[config.mk]
export PLATFORM = sky130hd
export DESIGN_NAME = ocp_trip_ctrl
export DESIGN_NICKNAME = d
export VERILOG_FILES = /design/src/rtl/ocp_pkg.sv /design/src/rtl/ocp_sync.sv /design/src/rtl/ocp_delay_cnt.sv /design/src/rtl/ocp_trip_fsm.sv /design/src/rtl/ocp_trip_ctrl.sv
export SDC_FILE = /design/constraint.sdc
export NUM_CORES = 1
export LEC_CHECK = 0
export BUFFER_PORTS_ARGS = -buffer_cell sky130_fd_sc_hd__buf_2
export CAP_MARGIN = 20
export CORE_UTILIZATION = 30
export CTS_CLUSTER_DIAMETER = 40
export DETAILED_ROUTE_END_ITERATION = 10
export PLACE_DENSITY = 0.6
export RECOVER_POWER = 50
export SLEW_MARGIN = 20
export SYNTH_ARGS = -nofsm -noshare
export SYNTH_HDL_FRONTEND = slang
export SYNTH_SLANG_ARGS = --single-unit
export TNS_END_PERCENT = 50
[constraint.sdc]
create_clock -name clk -period 2.19 [get_ports clk]
set_input_delay 0.3285 -clock clk [delete_from_list [all_inputs] [get_ports clk]]
set_output_delay 0.3285 -clock clk [all_outputs]
set_load 0.03 [all_outputs]
[src/rtl/ocp_pkg.sv]
package ocp_pkg;
  typedef enum logic [1:0] {
    MODE_IDLE = 2'b00,
    MODE_PEND = 2'b01,
    MODE_TRIP = 2'b10
  } ocp_mode_e;
endpackage

[src/rtl/ocp_sync.sv]
// Multi-bit flag synchronizer: each bit passes through STAGES flops.
module ocp_sync #(
  parameter int W      = 3,
  parameter int STAGES = 2
) (
  input  logic         clk,
  input  logic         rst_n,
  input  logic [W-1:0] d_i,
  output logic [W-1:0] q_o
);
  logic [W-1:0] stg [STAGES];

  generate
    for (genvar s = 0; s < STAGES; s++) begin : g_stage
      if (s == 0) begin : g_first
        always_ff @(posedge clk or negedge rst_n) begin
          if (!rst_n) stg[0] <= '0;
          else        stg[0] <= d_i;
        end
      end else begin : g_next
        always_ff @(posedge clk or negedge rst_n) begin
          if (!rst_n) stg[s] <= '0;
          else        stg[s] <= stg[s-1];
        end
      end
    end
  endgenerate

  assign q_o = stg[STAGES-1];
endmodule

[src/rtl/ocp_delay_cnt.sv]
// Persistence counter for the moderate-overcurrent path.
module ocp_delay_cnt #(
  parameter int CW = 16
) (
  input  logic          clk,
  input  logic          rst_n,
  input  logic          clr_i,
  input  logic          inc_i,
  output logic [CW-1:0] cnt_o
);
  always_ff @(posedge clk or negedge rst_n) begin
    if (!rst_n)      cnt_o <= '0;
    else if (clr_i)  cnt_o <= '0;
    else if (inc_i)  cnt_o <= cnt_o + 1'b1;
  end
endmodule

[src/rtl/ocp_trip_fsm.sv]
// Idle / pending / tripped decision state machine.
module ocp_trip_fsm
  import ocp_pkg::*;
#(
  parameter int CW = 16
) (
  input  logic          clk,
  input  logic          rst_n,
  input  logic          mod_s_i,
  input  logic          sev_s_i,
  input  logic          load_s_i,
  input  logic [CW-1:0] dly_i,
  input  logic [CW-1:0] cnt_i,
  output logic          cnt_clr_o,
  output logic          cnt_inc_o,
  output ocp_mode_e     state_o
);
  ocp_mode_e nxt;

  always_comb begin
    nxt = state_o;
    unique case (state_o)
      MODE_IDLE: begin
        if (sev_s_i)                      nxt = MODE_TRIP;
        else if (mod_s_i)                 nxt = (dly_i == '0) ? MODE_TRIP : MODE_PEND;
      end
      MODE_PEND: begin
        if (sev_s_i)                      nxt = MODE_TRIP;
        else if (!mod_s_i)                nxt = MODE_IDLE;
        else if (cnt_i >= dly_i)          nxt = MODE_TRIP;
      end
      MODE_TRIP: begin
        if (!load_s_i)                    nxt = MODE_IDLE;
      end
      default:                            nxt = MODE_IDLE;
    endcase
  end

  assign cnt_inc_o = (nxt == MODE_PEND);
  assign cnt_clr_o = (nxt != MODE_PEND);

  always_ff @(posedge clk or negedge rst_n) begin
    if (!rst_n) state_o <= MODE_IDLE;
    else        state_o <= nxt;
  end

  // losing the moderate flag while pending abandons the count
  a_r3_pend_drops: assert property (@(posedge clk) disable iff (!rst_n)
    (state_o == MODE_PEND && !mod_s_i && !sev_s_i) |=> state_o == MODE_IDLE);
  // counter sits at zero whenever idle, so the next count starts fresh
  a_r3_idle_cnt_zero: assert property (@(posedge clk) disable iff (!rst_n)
    (state_o == MODE_IDLE) |-> cnt_i == '0);
  // severe flag trips on the next edge from any non-tripped state
  a_r4_sev_trips: assert property (@(posedge clk) disable iff (!rst_n)
    (sev_s_i && state_o != MODE_TRIP) |=> state_o == MODE_TRIP);
  // trip latched while load remains
  a_r6_trip_holds: assert property (@(posedge clk) disable iff (!rst_n)
    (state_o == MODE_TRIP && load_s_i) |=> state_o == MODE_TRIP);
  // load removal releases the trip
  a_r7_release: assert property (@(posedge clk) disable iff (!rst_n)
    (state_o == MODE_TRIP && !load_s_i) |=> state_o == MODE_IDLE);
  // unused encoding never appears
  a_r9_mode_legal: assert property (@(posedge clk) disable iff (!rst_n)
    state_o != 2'b11);
endmodule

[src/rtl/ocp_trip_ctrl.sv]
// Two-level discharge overcurrent trip controller (top).
module ocp_trip_ctrl
  import ocp_pkg::*;
#(
  parameter int DLY_W     = 16,
  parameter int SYNC_STGS = 2
) (
  input  logic             clk,
  input  logic             rst_n,
  input  logic             ovr_mod_i,
  input  logic             ovr_sev_i,
  input  logic             load_on_i,
  input  logic [DLY_W-1:0] trip_dly_i,
  output logic             gate_n_o,
  output logic [1:0]       mode_o
);
  localparam int NFLAG = 3;

  logic [NFLAG-1:0] flags_s;
  logic [DLY_W-1:0] cnt;
  logic             cnt_clr, cnt_inc;
  ocp_mode_e        state;

  ocp_sync #(.W(NFLAG), .STAGES(SYNC_STGS)) u_sync (
    .clk   (clk),
    .rst_n (rst_n),
    .d_i   ({load_on_i, ovr_sev_i, ovr_mod_i}),
    .q_o   (flags_s)
  );

  ocp_delay_cnt #(.CW(DLY_W)) u_cnt (
    .clk   (clk),
    .rst_n (rst_n),
    .clr_i (cnt_clr),
    .inc_i (cnt_inc),
    .cnt_o (cnt)
  );

  ocp_trip_fsm #(.CW(DLY_W)) u_fsm (
    .clk       (clk),
    .rst_n     (rst_n),
    .mod_s_i   (flags_s[0]),
    .sev_s_i   (flags_s[1]),
    .load_s_i  (flags_s[2]),
    .dly_i     (trip_dly_i),
    .cnt_i     (cnt),
    .cnt_clr_o (cnt_clr),
    .cnt_inc_o (cnt_inc),
    .state_o   (state)
  );

  assign gate_n_o = (state != MODE_TRIP);
  assign mode_o   = state;

  // a pending count never overtakes the programmed delay
  a_r2_cnt_bounded: assert property (@(posedge clk) disable iff (!rst_n)
    ($stable(trip_dly_i) && state == MODE_PEND) |-> cnt <= trip_dly_i);
endmodule

==> impl_metrics.env, run 1 <==
export IMPL_outcome="complete, but fails checks"
export IMPL_failed_checks="setup timing"
export IMPL_cts_tree="done"
export IMPL_cts_buffers=3
export IMPL_cts_sinks=24
export IMPL_final_util_pct=42.1
export IMPL_r2r_start="u_cnt.cnt_o[13]$_DFF_PN0_"
export IMPL_setup_tns_ns=-0.0323
export IMPL_ys_flop_type="dfrtp_1"
export IMPL_ant_nets=0
export IMPL_finalPower_uw=976
export IMPL_yosys_top_cells_count="dfrtp_1 (24), inv_1 (19), ha_1 (17), nor3_1 (16)"
export IMPL_pin_count=24
export IMPL_vias_per_cell=4.61
export IMPL_rsz0062_at_grt="true"
export IMPL_drt_pass1_iterations=4
export IMPL_fp_dieArea_um2=5180
export IMPL_synth_edf_count=0
export IMPL_p_per_area_nw_per_um2=491
export IMPL_startpoint_type="flip-flop"
export IMPL_power_switching_uw=223
export IMPL_clock_skew_final_ns=0.00498
export IMPL_hold_class="in2reg"
export IMPL_grt_pass1_vias=1312
export IMPL_nets=244
export IMPL_area_growth_pct=35.3
export IMPL_synthAdderAreaFrac_pct=14.5
export IMPL_die_w_um=72.0
export IMPL_synth_most_common_cell="dfrtp_1"
export IMPL_grt_remaining_overflow=0
export IMPL_synth_cell_types=30
export IMPL_cp_startpoint="u_cnt.cnt_o[13]$_DFF_PN0_"
export IMPL_leakage_nw=0.955
export IMPL_core_um2=4720
export IMPL_grt_start_max_net_pins=25
export IMPL_path_buf_inv=1
export IMPL_synth_xor_xnor_area_share_pct=8.34
export IMPL_initialDrtViolationCount=50
export IMPL_period_needed_ns=2.20
export IMPL_port_buffers=23
export IMPL_regToRegSetupSlack_ns=-0.009
export IMPL_num_rows=25
export IMPL_synth_top_family_by_area="simple AND/OR/NAND/NOR gates"
export IMPL_synthSimpleGateAreaFrac_pct=22.8
export IMPL_htree_levels=1
export IMPL_path_cells="ha_4, nand4_1, nor3_2, or4b_4, a41oi_4, buf_12, nor3_1"
export IMPL_slew_headroom_pct=12.0
export IMPL_grt_pass1_wl_um=5750
export IMPL_syn_inst=151
export IMPL_gp_congestion=0.756
export IMPL_final_max_slew_viol_count=0
export IMPL_cts_hold_buf=0
export IMPL_wl_per_cell_um=12.5
export IMPL_crit_arrival_ns=2.35
export IMPL_synthMuxAreaShare_pct=0
export IMPL_antennaDiodeCount=0
export IMPL_worst_pin_slew_ns=1.32
export IMPL_cp_endpoint="u_cnt.cnt_o[10]$_DFF_PN0_"
export IMPL_seq_area_frac_synth_pct=40.9
export IMPL_timing_final_ws_setup_ns=-0.00919
export IMPL_crit_family="simple AND/OR/NAND/NOR gates"
export IMPL_grt_use_total_pct=14.5
export IMPL_setup_viol=9
export IMPL_yosysWarnings=0
export IMPL_synth_largest_area_cell="dfrtp_1"
export IMPL_cpPeakStageDelay_ns=0.52
export IMPL_ir_drop_uv=246
export IMPL_synth_area_um2=1470
export IMPL_r2r_end="u_cnt.cnt_o[10]$_DFF_PN0_"
export IMPL_avgSynthCellArea_um2=9.74
export IMPL_totalWireLength_um=3400
export IMPL_synth_top_area_share_pct=40.9
export IMPL_synth_compound_area_share_pct=7.66
export IMPL_cp_depth=7
export IMPL_die_height_um=72.0
export IMPL_drive_above_1_share_pct=30.2
export IMPL_met3_usage_pct=2.64
export IMPL_post_route_period_util_pct=100
export IMPL_share_comb_of_total_power_pct=13.0
export IMPL_async_reset_ff_share_pct=100
export IMPL_grt_busiest_layer="met2"
export IMPL_drc=0
export IMPL_crit_type="reg2reg"
export IMPL_min_from="ovr_sev_i"
export IMPL_fmax_mhz=455
export IMPL_clk_pin_slew_ns=0.09
export IMPL_hold_viol=0
export IMPL_initial_core_util_pct=31.1
export IMPL_syn_nets=189
export IMPL_num_vias=1254
export IMPL_dp_hpwl_um=2670
export IMPL_swShare_pct=22.8
export IMPL_grtUsageMet1_pct=18.6
export IMPL_endpoint_kind="flip-flop"
export IMPL_critPathMaxFanout=11
export IMPL_p_clk_share_pct=39.8
export IMPL_ff2ff_path_depth=7
export IMPL_synth_area_leaders="dfrtp_1 (41%), ha_1 (14%), nor3_1 (5.4%), xor2_1 (5.4%), inv_1 (4.9%)"
export IMPL_cap_viol_max_count=0
export IMPL_critPathSlowestCell="or4b_4"
export IMPL_p_seq_share_pct=47.2
export IMPL_ys_ff_latch=24
export IMPL_root_buffer="clkbuf_8"
export IMPL_insertion_delay_ns=0.27
export IMPL_clockBufferDepth=2
export IMPL_met2_usage_pct=24.4
export IMPL_p_int_uw=753
export IMPL_cp_required_ns=2.34
export IMPL_antenna_found_initial=0
per-stage QoR:
step	instance area, um2	worst slack [ns]	instances	hold WS [ns]
2_1_floorplan	1470	0.0619	151	0.0329
3_3_place_gp	1840	-0.263	264	0.333
3_5_place_dp	1840	-0.298	264	0.340
4_1_cts	1940	0.0176	270	0.0546
5_1_grt	1990	-0.0826	272	0.144
6_report	1990	-0.00919	272	0.160
per-layer routing:
metal / vias to the layer above / part of all wire, %
met3: 4 / 3.7
li1: 641 / -
met5: - / 0
met4: 0 / 1.1
met1: 585 / 47
met2: 24 / 48
cell type report:
cell class,instances,area [um2]
Fill cell,488,2730
Tap cell,67,83.8
Clock buffer,3,41.3
Timing Repair Buffer,52,348
Inverter,19,71.3
Sequential cell,24,601
Multi-Input combinational cell,106,815
Clock inverter,1,30.0
layout by cell type, fill, tap and decap left out, drive strengths merged, types with 2 or more instances in the layout:
master,instances
buf,51
dfrtp,24
inv,19
nor3,17
ha,17
nand4,9
nand2,9
xor2,9
a21oi,6
nor2,5
xnor2,5
nor4,4
nand3,4
clkbuf,4
o21ai,3
nand2b,2
nor2b,2
and3,2
and4,2
a41oi,2
logic make-up after synthesis:
group           Yosys count
buf+inv                  21
flops                    24
xor+xnor                 14
simple gates             60
compound gates           15
fa+ha+maj                17
power by group through the flow:
stage / registers (mW) / clock network (mW) / logic [mW]
2_1_floorplan: 0.478 / 0 / 0.0491
3_3_place_gp: 0.470 / 0 / 0.125
3_5_place_dp: 0.470 / 0 / 0.126
4_1_cts: 0.461 / 0.398 / 0.127
5_1_grt: 0.462 / 0.414 / 0.143
6_report: 0.461 / 0.388 / 0.127
worst min-delay path by stage:
stage | end | slack [ns] | depth (start not counted)
after global routing | u_sync.stg[4]$_DFF_PN0_ | 0.14 | 1
after floorplan | u_cnt.cnt_o[0]$_DFF_PN0_ | 0.03 | 0
final | u_sync.stg[4]$_DFF_PN0_ | 0.16 | 1
after global placement | u_sync.q_o[2]$_DFF_PN0_ | 0.33 | 0
after CTS | u_cnt.cnt_o[2]$_DFF_PN0_ | 0.05 | 1
after detailed placement | u_sync.q_o[2]$_DFF_PN0_ | 0.34 | 0
flip-flops by register name (all words and copies together), names as in the netlist:
register	flops
u_sync.q_o	3
u_sync.stg	3
u_fsm.state_o	2
u_cnt.cnt_o	16
repair_timing:
item	CTS	global route
setup buffers	2	2
gates resized for setup	0	5
pin swaps	2	2
setup endpoints to repair	17	17
(Power assumes the default switching activity.)
==> run 2, diff against run 1 <==
--- a/config.mk
+++ b/config.mk
@@ -5,6 +5,7 @@
 export SDC_FILE = /design/constraint.sdc
 export NUM_CORES = 1
 export LEC_CHECK = 0
+export ABC_AREA = 1
 export BUFFER_PORTS_ARGS = -buffer_cell sky130_fd_sc_hd__buf_2
 export CAP_MARGIN = 20
 export CORE_UTILIZATION = 30
@@ -12,7 +13,7 @@
 export DETAILED_ROUTE_END_ITERATION = 10
 export PLACE_DENSITY = 0.6
 export RECOVER_POWER = 50
-export SLEW_MARGIN = 20
+export SLEW_MARGIN = 10
 export SYNTH_ARGS = -nofsm -noshare
 export SYNTH_HDL_FRONTEND = slang
 export SYNTH_SLANG_ARGS = --single-unit
==> impl_metrics.env, run 2 <==
export IMPL_outcome="complete, no violations"
export IMPL_synth_cell_types=27
export IMPL_cts_tree="done"
export IMPL_syn_nets=234
export IMPL_num_vias=1294
export IMPL_post_route_period_util_pct=78.8
export IMPL_synth_largest_area_cell="dfrtp_1"
export IMPL_pre_cts_ws_ns=0.426
export IMPL_port_buffers=23
export IMPL_cp_required_ns=2.38
export IMPL_slew_headroom_pct=16.7
export IMPL_largest_reg_flops=16
export IMPL_crit_arrival_ns=1.91
export IMPL_share_comb_of_total_power_pct=15.1
export IMPL_p_seq_share_pct=52.3
export IMPL_cts_buffers=3
export IMPL_p_int_uw=663
export IMPL_power_switching_uw=243
export IMPL_hold_class="in2reg"
export IMPL_avgSynthCellArea_um2=8.41
export IMPL_p_per_area_nw_per_um2=481
export IMPL_synth_edf_count=0
export IMPL_hold_viol=0
export IMPL_final_common_cell="nand2_1"
export IMPL_die_height_um=76.1
export IMPL_rsz0062_at_grt="false"
export IMPL_grt_start_max_net_pins=25
export IMPL_htree_levels=1
export IMPL_num_rows=26
export IMPL_ys_ff_latch=24
export IMPL_critPathMaxFanout=17
export IMPL_swShare_pct=26.8
export IMPL_drt_pass1_iterations=4
export IMPL_cts_hold_buf=0
export IMPL_wl_per_cell_um=10.9
export IMPL_drc=0
export IMPL_post_cts_setup_buffers=0
export IMPL_ir_drop_uv=245
export IMPL_yosysWarnings=0
export IMPL_grt_pass1_wl_um=5890
export IMPL_gp_congestion=0.776
export IMPL_synth_area_leaders="dfrtp_1 (36%), ha_1 (13%), nand2_1 (8.6%), inv_1 (6.8%), a21oi_2 (5.3%)"
export IMPL_seq_area_frac_synth_pct=36.4
export IMPL_insertion_delay_ns=0.26
export IMPL_largest_register="u_cnt.cnt_o"
export IMPL_startpoint_type="flip-flop"
export IMPL_fmax_mhz=580
export IMPL_path_cells="ha_1, a21oi_1, o21a_1, nand2_1, nand2_2, nand3_4, a21oi_1"
export IMPL_area_growth_pct=14.2
export IMPL_drive_above_1_share_pct=20.8
export IMPL_leakage_nw=0.884
export IMPL_clock_skew_final_ns=0.00176
export IMPL_cap_viol_max_count=0
export IMPL_timing_final_ws_setup_ns=0.465
export IMPL_pin_count=24
export IMPL_fp_dieArea_um2=5800
export IMPL_yosys_top_cells_count="nand2_1 (38), inv_1 (30), dfrtp_1 (24), ha_1 (17), a21oi_1 (14)"
export IMPL_grt_pass1_vias=1355
export IMPL_setup_viol=0
export IMPL_setup_tns_ns=0
export IMPL_cts_resized=0
export IMPL_endpoint_kind="flip-flop"
export IMPL_antennaDiodeCount=0
export IMPL_ys_flop_type="dfrtp_1"
export IMPL_grt_use_total_pct=12.7
export IMPL_synth_area_um2=1650
export IMPL_antenna_found_initial=0
export IMPL_die_w_um=76.1
export IMPL_initialDrtViolationCount=12
export IMPL_critPathSlowestCell="dfrtp_1"
export IMPL_period_needed_ns=1.73
export IMPL_nets=260
export IMPL_synth_most_common_cell="nand2_1"
export IMPL_syn_inst=196
export IMPL_synth_top_area_share_pct=36.4
export IMPL_dp_hpwl_um=2580
export IMPL_layout_common_cells="nand2_1 (38), inv_1 (30), dfrtp_1 (24), buf_2 (22), ha_1 (17)"
export IMPL_async_reset_ff_share_pct=100
export IMPL_worst_pin_slew_ns=1.25
export IMPL_core_um2=5200
export IMPL_clockBufferDepth=2
export IMPL_cts_sinks=24
export IMPL_clk_pin_slew_ns=0.08
export IMPL_crit_type="reg2reg"
export IMPL_root_buffer="clkbuf_8"
export IMPL_initial_core_util_pct=31.7
export IMPL_cp_common_cell="a21oi_1"
export IMPL_final_max_slew_viol_count=0
export IMPL_grt_remaining_overflow=0
export IMPL_vias_per_cell=4.45
export IMPL_totalWireLength_um=3160
export IMPL_p_clk_share_pct=32.6
export IMPL_cpPeakStageDelay_ns=0.44
export IMPL_final_util_pct=36.2
export IMPL_ant_nets=0
-- run 2: through the flow --
step / power, mW / std cells / hold WS (ns) / cell area (um2)
detailed placement: 0.622 / 287 / 0.336 / 1830
global route: 0.967 / 291 / 0.155 / 1880
floorplan: 0.572 / 196 / 0.0329 / 1650
finish: 0.906 / 291 / 0.166 / 1880
CTS: 0.921 / 291 / 0.0505 / 1880
global placement: 0.620 / 287 / 0.334 / 1830
-- run 2: layer usage --
metal / up-vias / wire length, um / track usage [%]
met4: 0 / 65 / 5.00
met3: 7 / 108 / 2.75
met5: - / 0 / 0
li1: 691 / - / -
met2: 19 / 1480 / 21.6
met1: 577 / 1510 / 15.5
-- run 2: power by group through the flow --
| stage | logic (mW) | clock network, mW | registers, mW |
|---|---|---|---|
| 4_1_cts | 0.140 | 0.307 | 0.473 |
| 5_1_grt | 0.159 | 0.332 | 0.477 |
| 3_3_place_gp | 0.138 | 0 | 0.482 |
| 2_1_floorplan | 0.0807 | 0 | 0.491 |
| 6_report | 0.137 | 0.295 | 0.473 |
| 3_5_place_dp | 0.140 | 0 | 0.482 |
-- run 2: path summary, 6_finish.rpt --
check | start | endpoint | slack, ns | cells after the start
worst max-delay path | u_cnt.cnt_o[7]$_DFF_PN0_ | u_cnt.cnt_o[5]$_DFF_PN0_ | 0.46 | 7
max in group asynchronous | rst_n | u_cnt.cnt_o[8]$_DFF_PN0_ | 1.15 | 1
worst min register to register | u_sync.stg[3]$_DFF_PN0_ | u_sync.q_o[0]$_DFF_PN0_ | 0.35 | 0
worst max register to register | u_cnt.cnt_o[7]$_DFF_PN0_ | u_cnt.cnt_o[5]$_DFF_PN0_ | 0.46 | 7
worst min-delay path | load_on_i | u_sync.stg[5]$_DFF_PN0_ | 0.17 | 1
min in group asynchronous | rst_n | u_fsm.state_o[1]$_DFF_PN0_ | 0.31 | 1
-- run 2: kinds of logic (layout without fill, tap and decap cells) --
| logic type | Yosys count | after routing | synth area share [%] |
|---|---|---|---|
| AOI/OAI and AO/OA | 29 | 29 | 11.5 |
| DFF | 24 | 24 | 36.4 |
| adders and majority gates | 17 | 17 | 12.9 |
| buffers and inverters | 33 | 58 | 8.42 |
| xor gates and xnor gates | 11 | 11 | 5.84 |
| and+or+nand+nor | 82 | 82 | 25.0 |
-- run 2: layout make-up --
type,instances,area [um2]
multi-input cells,139,910
clock buffers,4,55.1
repair buffers,23,114
inverters,31,116
fillers,555,3320
well taps,70,87.6
flip-flops and latches,24,601
-- run 2: worst max-delay path: cells and delay by family (launching register included) --
family | cells | cell delay (ns)
AO/OA/AOI/OAI | 3 | 0.52
flip-flops | 1 | 0.44
AND/OR/NAND/NOR | 3 | 0.37
adder cells (fa/ha/maj) | 1 | 0.31
